**src/rtl/rpc_pkg.sv**
```systemverilog
package rpc_pkg;

  typedef enum logic [1:0] {
    MODE_PER_RAIL = 2'b00,
    MODE_SW_ONLY  = 2'b01,
    MODE_SINGLE   = 2'b10
  } enMode_e;

  // strobes from the control module to the datapath
  typedef struct packed {
    logic startStb;
    logic stopStb;
    logic abortStb;
    logic perRail;
    logic swOnly;
  } ctrlStb_t;

  function automatic enMode_e decodeMode(input logic [1:0] field);
    if (field[1])      return MODE_SINGLE;
    else if (field[0]) return MODE_SW_ONLY;
    else               return MODE_PER_RAIL;
  endfunction

endpackage

```
**src/rtl/pin_sync.sv**
```systemverilog
module pin_sync #(
  parameter int WIDTH  = 4,
  parameter int STAGES = 2
) (
  input  logic             clk,
  input  logic             rstN,
  input  logic [WIDTH-1:0] asyncIn,
  output logic [WIDTH-1:0] syncOut
);

  logic [STAGES-1:0][WIDTH-1:0] chain;

  always_ff @(posedge clk) begin
    if (!rstN) chain[0] <= '0;
    else       chain[0] <= asyncIn;
  end

  for (genvar s = 1; s < STAGES; s++) begin : g_stage
    always_ff @(posedge clk) begin
      if (!rstN) chain[s] <= '0;
      else       chain[s] <= chain[s-1];
    end
  end

  assign syncOut = chain[STAGES-1];

endmodule

```
**src/rtl/seq_control.sv**
```systemverilog
module seq_control
  import rpc_pkg::*;
#(
  parameter int NUM_RAILS = 4,
  localparam int CFG_W    = NUM_RAILS + 4
) (
  input  logic                 clk,
  input  logic                 rstN,
  input  logic [CFG_W-1:0]     cfgByte,
  input  logic                 en1Sync,
  input  logic                 startDone,
  output ctrlStb_t             stb,
  output logic [NUM_RAILS-1:0] railMask,
  output logic                 orSel
);

  localparam int MASK_LSB = 2;
  localparam int OR_BIT   = MASK_LSB + NUM_RAILS;

  // reserved msb is not kept
  logic [CFG_W-2:0] cfgReg;
  enMode_e          mode;
  logic             prevEn;
  logic             startPend;
  logic             isSingle;

  always_ff @(posedge clk) begin
    if (!rstN) cfgReg <= cfgByte[CFG_W-2:0];
  end

  assign mode     = decodeMode(cfgReg[1:0]);
  assign isSingle = (mode == MODE_SINGLE);
  assign railMask = cfgReg[OR_BIT-1:MASK_LSB];
  assign orSel    = cfgReg[OR_BIT];

  always_ff @(posedge clk) begin
    if (!rstN) prevEn <= 1'b0;
    else       prevEn <= en1Sync;
  end

  always_comb begin
    stb          = '0;
    stb.perRail  = (mode == MODE_PER_RAIL);
    stb.swOnly   = (mode == MODE_SW_ONLY);
    stb.startStb = isSingle &&  en1Sync && !prevEn;
    stb.stopStb  = isSingle && !en1Sync &&  prevEn;
    stb.abortStb = stb.stopStb && startPend;
  end

  always_ff @(posedge clk) begin
    if (!rstN)             startPend <= 1'b0;
    else if (stb.stopStb)  startPend <= 1'b0;
    else if (stb.startStb) startPend <= 1'b1;
    else if (startDone)    startPend <= 1'b0;
  end


  cfg_frozen_chk: assert property (@(posedge clk) disable iff (!rstN)
    rstN |=> $stable(cfgReg));


  start_pend_chk: assert property (@(posedge clk) disable iff (!rstN)
    stb.startStb |=> startPend);


  stop_clears_chk: assert property (@(posedge clk) disable iff (!rstN)
    stb.stopStb |=> !startPend);

endmodule

```
**src/rtl/pg_datapath.sv**
```systemverilog
module pg_datapath
  import rpc_pkg::*;
#(
  parameter int NUM_RAILS = 4
) (
  input  logic                 clk,
  input  logic                 rstN,
  input  ctrlStb_t             stb,
  input  logic [NUM_RAILS-1:0] railMask,
  input  logic                 orSel,
  input  logic [NUM_RAILS-1:0] enSync,
  input  logic [NUM_RAILS-1:0] swOn,
  input  logic [NUM_RAILS-1:0] pgSync,
  output logic [NUM_RAILS-1:0] railEnReq,
  output logic                 seqStart,
  output logic                 seqStop,
  output logic                 seqAbort,
  output logic                 pgMerged,
  output logic [NUM_RAILS-1:0] pgStatus
);

  logic [NUM_RAILS-1:0] enNext;
  logic                 mergeAnd;
  logic                 mergeOr;
  logic                 mergeNext;

  for (genvar r = 0; r < NUM_RAILS; r++) begin : g_rail
    always_comb begin
      if (stb.perRail)     enNext[r] = enSync[r] & swOn[r];
      else if (stb.swOnly) enNext[r] = swOn[r];
      else                 enNext[r] = 1'b0;
    end
  end

  always_comb begin
    mergeAnd  = &(pgSync | ~railMask);
    mergeOr   = |(pgSync & railMask);
    mergeNext = (|railMask) && (orSel ? mergeOr : mergeAnd);
  end

  always_ff @(posedge clk) begin
    if (!rstN) begin
      railEnReq <= '0;
      seqStart  <= 1'b0;
      seqStop   <= 1'b0;
      seqAbort  <= 1'b0;
      pgMerged  <= 1'b0;
      pgStatus  <= '0;
    end else begin
      railEnReq <= enNext;
      seqStart  <= stb.startStb;
      seqStop   <= stb.stopStb;
      seqAbort  <= stb.abortStb;
      pgMerged  <= mergeNext;
      pgStatus  <= pgSync;
    end
  end


  rst_quiet_chk: assert property (@(posedge clk)
    !rstN |=> (railEnReq == '0 && !pgMerged && !seqStart && !seqStop && !seqAbort));


  allmask_low_chk: assert property (@(posedge clk) disable iff (!rstN)
    (railMask == '0) |=> !pgMerged);


  start_pulse_chk: assert property (@(posedge clk) disable iff (!rstN)
    seqStart |=> !seqStart);


  no_pulse_chk: assert property (@(posedge clk) disable iff (!rstN)
    (stb.perRail || stb.swOnly) |=> (!seqStart && !seqStop && !seqAbort));


  single_idle_chk: assert property (@(posedge clk) disable iff (!rstN)
    (!stb.perRail && !stb.swOnly) |=> (railEnReq == '0));


  abort_pair_chk: assert property (@(posedge clk) disable iff (!rstN)
    seqAbort |-> seqStop);

endmodule

```
**src/rtl/rail_pin_top.sv**
```systemverilog
module rail_pin_top
  import rpc_pkg::*;
#(
  parameter int NUM_RAILS   = 4,
  parameter int SYNC_STAGES = 2,
  localparam int CFG_W      = NUM_RAILS + 4
) (
  input  logic                 clk,
  input  logic                 rstN,
  input  logic [CFG_W-1:0]     cfgByte,
  input  logic [NUM_RAILS-1:0] enPins,
  input  logic [NUM_RAILS-1:0] swOn,
  input  logic [NUM_RAILS-1:0] pgIn,
  input  logic                 startDone,
  output logic [NUM_RAILS-1:0] railEnReq,
  output logic                 seqStart,
  output logic                 seqStop,
  output logic                 seqAbort,
  output logic                 pgMerged,
  output logic [NUM_RAILS-1:0] pgStatus
);

  logic [NUM_RAILS-1:0] enSync;
  logic [NUM_RAILS-1:0] pgSync;
  logic [NUM_RAILS-1:0] railMask;
  logic                 orSel;
  ctrlStb_t             stb;

  pin_sync #(.WIDTH(NUM_RAILS), .STAGES(SYNC_STAGES)) u_enSync (
    .clk(clk), .rstN(rstN), .asyncIn(enPins), .syncOut(enSync));

  pin_sync #(.WIDTH(NUM_RAILS), .STAGES(SYNC_STAGES)) u_pgSync (
    .clk(clk), .rstN(rstN), .asyncIn(pgIn), .syncOut(pgSync));

  seq_control #(.NUM_RAILS(NUM_RAILS)) u_ctrl (
    .clk(clk), .rstN(rstN), .cfgByte(cfgByte), .en1Sync(enSync[0]),
    .startDone(startDone), .stb(stb), .railMask(railMask), .orSel(orSel));

  pg_datapath #(.NUM_RAILS(NUM_RAILS)) u_dp (
    .clk(clk), .rstN(rstN), .stb(stb), .railMask(railMask), .orSel(orSel),
    .enSync(enSync), .swOn(swOn), .pgSync(pgSync), .railEnReq(railEnReq),
    .seqStart(seqStart), .seqStop(seqStop), .seqAbort(seqAbort),
    .pgMerged(pgMerged), .pgStatus(pgStatus));

endmodule

```
**config.mk**
```make
export PLATFORM = sky130hd
export DESIGN_NAME = rail_pin_top
export DESIGN_NICKNAME = d
export VERILOG_FILES = /design/src/rtl/rpc_pkg.sv /design/src/rtl/pin_sync.sv /design/src/rtl/seq_control.sv /design/src/rtl/pg_datapath.sv /design/src/rtl/rail_pin_top.sv
export SDC_FILE = /design/constraint.sdc
export NUM_CORES = 1
export LEC_CHECK = 0
export CAP_MARGIN = 20
export CORE_MARGIN = 2
export CORE_UTILIZATION = 58
export DETAILED_ROUTE_END_ITERATION = 8
export DONT_BUFFER_PORTS = 1
export GPL_TIMING_DRIVEN = 0
export MAX_ROUTING_LAYER = met4
export PLACE_DENSITY = 0.86
export REMOVE_ABC_BUFFERS = 1
export SETUP_SLACK_MARGIN = 0.5
export SLEW_MARGIN = 0
export SYNTH_ARGS = -nofsm -noshare
export SYNTH_HDL_FRONTEND = slang
export SYNTH_SLANG_ARGS = --single-unit
```
**constraint.sdc**
```tcl
create_clock -name clk -period 1.3 [get_ports clk]
set_input_delay 0.26 -clock clk [delete_from_list [all_inputs] [get_ports clk]]
set_output_delay 0.26 -clock clk [all_outputs]
set_load 0.01 [all_outputs]
```
======== Word level (Yosys, flattened, before mapping) ========
Cells that the tools add are included.
word-level totals
  logic and storage cells ................. 50
  input bits .............................. 23
  bits in registers ....................... 37
  output and inout port bits .............. 12
cells by class
  mux-type cells .......................... 13
  equal/unequal tests ..................... 2
  reductions and logical operators ........ 14
  bitwise operators ....................... 8
operators by type and width
  kind                  number
  $mux W1               12
  $reduce_or A4 Y1      2
  $logic_and A1 B1 Y1   6
  $and A1 B1 Y1         4
  $and A4 B4 Y4         1
  $not A4 Y4            1
  $or A4 B4 Y4          1
  $reduce_and A4 Y1     1
  $eq A2 B1 Y1 const B  1
  $eq A2 B2 Y1 const B  1
  $logic_not A1 Y1      2
  $logic_not A2 Y1      1
  $mux W2               1
  $reduce_bool A2 Y1    1
  $reduce_or A2 Y1      1
  $not A1 Y1            1

======== Logic depth before layout (Yosys ltp) ========
Gate-level depths: netlist (run 1).
  depth in word-level cells ............... 6
  mapped depth ............................ 3
  mapped depth without buffers ............ 3

======== Modules after synthesis ========
Synthesis (run 1) repeated with hierarchy kept, for this count alone.
unflattened totals
  cell total of the unflattened synthesis .. 107
  area total of the unflattened synthesis .. 1,243.7 µm²
modules (own cells, without submodules)
  module       sequential area each (µm²)  area each (µm²)  instances  cells each
  pin_sync     160.2                       240.2            2          20
  pg_datapath  240.2                       411.6            1          41
  seq_control  250.2                       351.6            1          26

======== Least setup slack after synthesis (run 1) ========
No wires, ideal clock.
  kind .................................... register to register
  from .................................... register u_ctrl.cfgReg[4]
  to ...................................... register u_dp.pgMerged
  setup slack ............................. 0.358 ns
  cell stages (with the launch flop) ...... 4
  required time ........................... 1.173 ns
  data arrival time ....................... 0.815 ns
  cell sequence ........................... edfxtp_1 -> a22o_1 -> a221oi_1 -> nor3_1
on the way
  longest elaborated chain between the ends .. 5
  elaborated cells on any way between the ends .. 8
  those cells by class .................... 1 x mux; 3 x bitwise; 4 x reduce/logical
ends and longest elaborated chain
  item                      line               text
  start: declaration        seq_control.sv:21  logic [CFG_W-2:0] cfgReg;
  start signal: assignment  seq_control.sv:28  if (!rstN) cfgReg <= cfgByte[CFG_W-2:0];
  $not A4 Y4                pg_datapath.sv:36  mergeAnd = &(pgSync | ~railMask);
  $or A4 B4 Y4              pg_datapath.sv:36
  $reduce_and A4 Y1         pg_datapath.sv:36
  $mux W1                   pg_datapath.sv:38  mergeNext = (|railMask) && (orSel ? mergeOr : mergeAnd);
  $logic_and A1 B1 Y1 *     pg_datapath.sv:38
  end signal: assignment    pg_datapath.sv:54  pgMerged <= mergeNext;
  end: declaration          pg_datapath.sv:18  output logic pgMerged,
Every way passes the cells marked *; elsewhere a longest branch is shown, timed or not.
A chain may end at the register's enable or synchronous reset.

======== Worst setup path in the final report (run 1) ========
Same ends and word-level chain as after synthesis.

==> summary.txt, run 1 <==
Clocking
  – Num CTS Buffers: 5
  – TritonCTS clock tree: built
  – CTS Root Cell: clkbuf_4
  – CTS sink cnt: 37
  – Clock Latency Late Sink: 320 ps
  – Clock-pin slew on the worst setup and hold paths: 100 ps
  – H-tree Lvls: 2
  – CTS max path bufs: 2

Floorplanning
  – IO Count: 35
  – Die Wd: 47.97 um
  – Die area: 0.002301 mm^2
  – Die Y: 47.97 um
  – Site row count: 15
  – Core box area: 0.001764 mm^2
  – Initial Util: 63.55%

Worst setup path
  – Path depth of the worst reg2reg path: 3
  – Critical setup path kind: register to register
  – Largest fanout on the critical path: 2
  – Worst Setup SP: u_ctrl.cfgReg[4]
  – Reg2reg start: u_ctrl.cfgReg[4]
  – FF-to-FF setup slack: 310 ps
  – Startpoint Class: register
  – Worst EP arrival: 1200 ps
  – Crit. End Element: register
  – Reg-to-reg endpoint: u_dp.pgMerged
  – Req. time, crit path: 1500 ps
  – Crit path to: u_dp.pgMerged

Timing
  – Final-report max-slew violation count: 0
  – Least-Margin Pin Slew: 297.7 ps
  – Tmin final: 992.8 ps
  – Final hold viol count: 0
  – Slew margin rel.: 80.13%
  – Post-Route Setup TNS: 0 ps
  – Final setup viols: 0
  – FMAX: 1007 MHz
  – Hold Worst Slack: 28.54 ps
  – Clock skew: 8.019 ps
  – RSZ-0062 raised after global routing: true
  – Final period utilization: 76.37%

Pwr
  – P per Cell Area: 1466 mW/mm^2
  – VDD IR max: 0.8048 mV
  – Leak pwr: 0.5122 nW
  – PnR Total Power: 1.872 mW

Synthesis
  – Post-synth top area cell: dfxtp_1
  – Post-Syn Area: 0.001121 mm^2
  – Syn Area/Cell: 12.89 um^2
  – Sequential share of the synthesized area: 72.32%
  – Synth top area cells: dfxtp_1, edfxtp_1, and2_1, nand2b_1, o21ai_0
  – Synth cell types: 19
  – Syn Inst Count: 87
  – Synth top area share: 53.57%
  – Ys Warns: 0
  – #FFs+latches synth: 37

Route
  – Post-DR wirelength/cell: 12.67 um
  – Routed WL: 1546 um
  – Vias per cell: 4.844
  – DR pass1 iterations: 4
  – 1st-iter DRT viols: 7
  – Total number of vias: 591
  – Post-DRT Antenna Nets: 0
  – Drt drc: 0

Worst hold path
  – Min-delay worst type: primary input to register
  – Hold path cells: 0

Placement
  – Placed cells: 110
  – Final HPWL DP: 973.1 um
  – IO Port Bufs: 0
  – Routability cong.: 0.7604

Cells and area
  – Fraction of layout cells with a size suffix above 1: 36.08%
  – Nets: 119
  – Antenna fix cells: 0
  – Fillers: 130
  – Final core occ: 72.34%
  – Area grow syn2layout: 13.84%
  – Non-Filler Instances: 122

Global route
  – Vias in the first global route: 484
  – First-pass GRT wire length: 2014 um
  – GR Overflow Total: 0
  – Pin count of the biggest net entering global routing: 26
  – Initial antenna violation count: 0
  – Tot GR Track Use: 14.60%

Run status
  – Outcome: complete, no violations

Job
  – Max-cap violations: 0
cell families after synthesis:
kind of cell | synth area share [%]
buffers and inverters | 1.227
flip-flops | 72.32
AO/OA/AOI/OAI | 5.246
AND/OR/NAND/NOR | 21.20
metal layers:
layer	global-route usage (%)	share of wire, %	wire length, um	vias to the layer above
li1	-	-	-	302
met1	14.70	40	616	254
met2	22.40	49	760	31
met3	7.925	9.0	139	4
met4	8.108	1.9	29	0
met5	-	0	0	-
cell usage after synthesis:
| master | count |
|---|---|
| inv_1 | 1 |
| nor2_1 | 5 |
| or2b_1 | 1 |
| o21ai_0 | 4 |
| dfxtp_1 | 30 |
| and3b_1 | 1 |
| o21a_1 | 1 |
| nor2b_4 | 1 |
| edfxtp_1 | 7 |
| nand2_1 | 1 |
| nor3_1 | 1 |
| and3_4 | 1 |
| a22o_1 | 1 |
| a21oi_1 | 1 |
| clkbuf_2 | 2 |
| a41oi_1 | 1 |
| and2_1 | 22 |
| a221oi_1 | 1 |
| nand2b_1 | 5 |
critical path, cell delays in order, from the launching register on:
cell and delay (ps):
edfxtp_1 420, a22o_1 230, a221oi_2 160, nor3_1 60
per-stage QoR:
step | instance area (um^2) | setup slack [ps]
3_3_place_gp | 1142 | 326.2
4_1_cts | 1237 | 337.7
6_report | 1276 | 307.2
3_5_place_dp | 1142 | 304.9
2_1_floorplan | 1111 | 358.4
5_1_grt | 1276 | 247.4
placed cells by master, fill, tap and decap left out:
| master | n |
|---|---|
| buf_4 | 4 |
| nand2b_1 | 4 |
| inv_1 | 1 |
| o21ai_1 | 2 |
| edfxtp_1 | 7 |
| and2_1 | 20 |
| dfxtp_2 | 12 |
| a41oi_1 | 1 |
| clkbuf_4 | 5 |
| a21oi_1 | 1 |
| clkbuf_1 | 1 |
| o21ai_2 | 2 |
| o21a_1 | 1 |
| nor3_1 | 1 |
| nand2b_4 | 1 |
| dfxtp_1 | 17 |
| a221oi_2 | 1 |
| nor2_1 | 2 |
| a22o_1 | 1 |
| and3b_1 | 1 |
| and2_4 | 2 |
| nor2_2 | 3 |
| or2b_1 | 1 |
| nor2b_4 | 1 |
| clkinv_2 | 2 |
| dfxtp_4 | 1 |
| and3_4 | 1 |
| nand2_1 | 1 |
layout make-up:
type / count / area [um^2] / area share (%)
Sequential cell: 37 / 829.5 / 65.00
Multi-Input combinational cell: 47 / 330.3 / 25.88
Clock buffer: 6 / 41.29 / 3.235
Tap cell: 25 / 31.28 / 2.451
Timing Repair Buffer: 4 / 30.03 / 2.353
Clock inverter: 2 / 10.01 / 0.7843
Inverter: 1 / 3.754 / 0.2941
flip-flops by register name, indices dropped and copies added (netlist names):
register and count:
u_enSync.chain 4, u_ctrl.startPend 1, u_dp.pgStatus 4, u_dp.pgMerged 1, u_ctrl.prevEn 1, u_pgSync.chain 4
u_enSync.syncOut 4, u_pgSync.syncOut 4, u_ctrl.cfgReg 7, u_dp.seqStop 1, u_dp.seqStart 1, u_dp.railEnReq 4
u_dp.seqAbort 1
what timing repair did:
action,in CTS,in global routing
gates resized for setup,13,14
hold buffers,0,0
pin swaps,3,9
endpoints found under the setup margin,21,21
buffers inserted,3,1
power breakdown:
part / leakage [nW] / internal, mW / total (mW) / switching [mW]
Combinational: 0.159 / 0.0492 / 0.0782 / 0.0289
Sequential: 0.321 / 1.22 / 1.26 / 0.0323
Clock: 0.0320 / 0.206 / 0.538 / 0.332
worst min-delay path by stage:
stage / startpoint / end / slack (ps)
floorplan: cfgByte[0] / u_ctrl.cfgReg[0] / 360
global placement: cfgByte[3] / u_ctrl.cfgReg[3] / 360
detailed placement: cfgByte[3] / u_ctrl.cfgReg[3] / 360
CTS: cfgByte[5] / u_ctrl.cfgReg[5] / 20
global route: cfgByte[3] / u_ctrl.cfgReg[3] / 10
finish: cfgByte[5] / u_ctrl.cfgReg[5] / 30
(Power assumes the default switching activity.)
==> run 2, diff against run 1 <==
- CORE_UTILIZATION: 58 -> 52
- PLACE_DENSITY: 0.86 -> 0.82
- clock period: 1.3 -> 0.8 ns (I/O delays scaled with it)
==> summary.txt, run 2 (synthesis gave the netlist of run 1 again) <==
Global route
  – First-pass GRT wire length: 2401 um
  – Initial antenna violation count: 0
  – Pin count of the biggest net entering global routing: 26
  – Tot GR Track Use: 14.53%
  – Vias in the first global route: 563
  – GR Overflow Total: 0

Route
  – 1st-iter DRT viols: 6
  – Total number of vias: 605
  – DR pass1 iterations: 4
  – Vias per cell: 4.959
  – Routed WL: 1649 um
  – Post-DRT Antenna Nets: 0
  – Post-DR wirelength/cell: 13.52 um
  – Drt drc: 0

Floorplanning
  – Site row count: 16
  – IO Count: 35
  – Core box area: 0.002002 mm^2
  – Die Wd: 50.43 um
  – Initial Util: 56.00%
  – Die area: 0.002543 mm^2
  – Die Y: 50.43 um

Worst setup path
  – CP bufs+invs: 0
  – Critical setup path kind: register to register
  – Critical-path cell list: a22o_1, a221oi_2, nor3_2
  – Critical Path Max Stage Delay: 410 ps
  – Delay-heaviest family, CP: compound AO/OA/AOI/OAI gates
  – Largest fanout on the critical path: 2
  – Req. time, crit path: 1020 ps
  – Slowest CP cell: edfxtp_1
  – Startpoint Class: register
  – Crit. End Element: register
  – Worst EP arrival: 1220 ps
  – FF-to-FF setup slack: -210 ps

Timing
  – Final period utilization: 125.7%
  – Tmin final: 1005 ps
  – Hold Worst Slack: -73.28 ps
  – Clock skew: 4.776 ps
  – Final-report max-slew violation count: 0
  – Final setup viols: 18
  – Final hold viol count: 32
  – Post-route setup slack: -205.4 ps
  – Least-Margin Pin Slew: 219.7 ps
  – RSZ-0062 raised after global routing: true
  – FMAX: 994.6 MHz
  – Slew margin rel.: 85.35%

Run status
  – Failing checks: negative hold slack, negative setup slack
  – Outcome: complete, but fails checks

Cells and area
  – Combined area of the multi-input logic cells: 350.3 um^2
  – Biggest register: u_ctrl.cfgReg
  – Largest register FFs: 7
  – Commonest non-fill, non-tap cell in the layout: and2_1
  – Fraction of layout cells with a size suffix above 1: 41.05%
  – Antenna fix cells: 0
  – Commonest cells after routing, fill and taps aside: and2_1, dfxtp_2, dfxtp_1
  – Area grow syn2layout: 15.85%
  – Post-layout instance area: 0.001299 mm^2
  – FF+latch area: 833.3 um^2
  – Fillers: 135
  – Nets: 117

Clocking
  – Num CTS Buffers: 5
  – Clock-pin slew on the worst setup and hold paths: 100 ps
  – CTS Root Cell: clkbuf_4
  – CTS max path bufs: 2
  – H-tree Lvls: 2
  – Clock Latency Late Sink: 320 ps
  – CTS sink cnt: 37
  – TritonCTS clock tree: built

Job
  – Max-cap violations: 0

Pwr
  – Leak pwr: 0.5028 nW
  – VDD IR max: 1.429 mV
  – P per Cell Area: 2408 mW/mm^2
  – PnR Total Power: 3.128 mW

Placement
  – IO Port Bufs: 0
  – Final HPWL DP: 1094 um
  – Routability cong.: 0.7413
  – Cell Area, Placed: 0.001145 mm^2

Worst hold path
  – Min-delay worst type: primary input to register
==> run 2: per-stage QoR <==
step / setup WS (ps) / hold WS, ps / util, % / TNS [ps] / std cells
after floorplan: -141.6 / 258.9 / - / -277.5 / 85
after global placement: -181.0 / 258.9 / 57.19 / -392.9 / 112
after detailed placement: -217.3 / 258.9 / 57.19 / -540.7 / 112
after CTS: -176.2 / -87.49 / 62.25 / -1030 / 121
after global routing: -259.6 / -102.1 / 64.88 / -1587 / 122
final: -205.4 / -73.28 / 64.88 / -963.1 / 122
==> run 2: area by class of cell <==
type,instances,area share [%]
Timing Repair Buffer,2,1.156
Multi-Input combinational cell,47,26.97
Clock buffer,8,4.528
Tap cell,27,2.601
Inverter,1,0.5780
Sequential cell,37,64.16
==> run 2: path summary, 6_finish.rpt <==
check / startpoint / to / depth (start not counted)
worst max-delay path: u_ctrl.cfgReg[4] / u_dp.pgMerged / 3
worst min-delay path: cfgByte[0] / u_ctrl.cfgReg[0] / 0
worst max register to register: u_ctrl.cfgReg[4] / u_dp.pgMerged / 3
worst min register to register: u_enSync.chain[0] / u_enSync.syncOut[0] / 1
==> run 2: layer usage <==
| metal | wire (um) | vias up | global-route usage [%] |
|---|---|---|---|
| met5 | 0 | - | - |
| met4 | 57 | 0 | 10.81 |
| met2 | 787 | 29 | 22.15 |
| met1 | 674 | 269 | 14.20 |
| met3 | 129 | 7 | 7.143 |
| li1 | - | 300 | - |
==> run 2: power breakdown <==
part,switching (mW),total (mW),internal [mW]
Combinational,0.0544,0.131,0.0761
Sequential,0.0510,2.04,1.99
Clock,0.524,0.957,0.434
Total,0.629,3.13,2.50
==> run 2: timing repair <==
item,CTS,global route
endpoints found under the setup margin,41,34
setup buffers,1,1
hold endpoints to repair,33,33
pin swaps,16,7
gates resized for setup,20,15
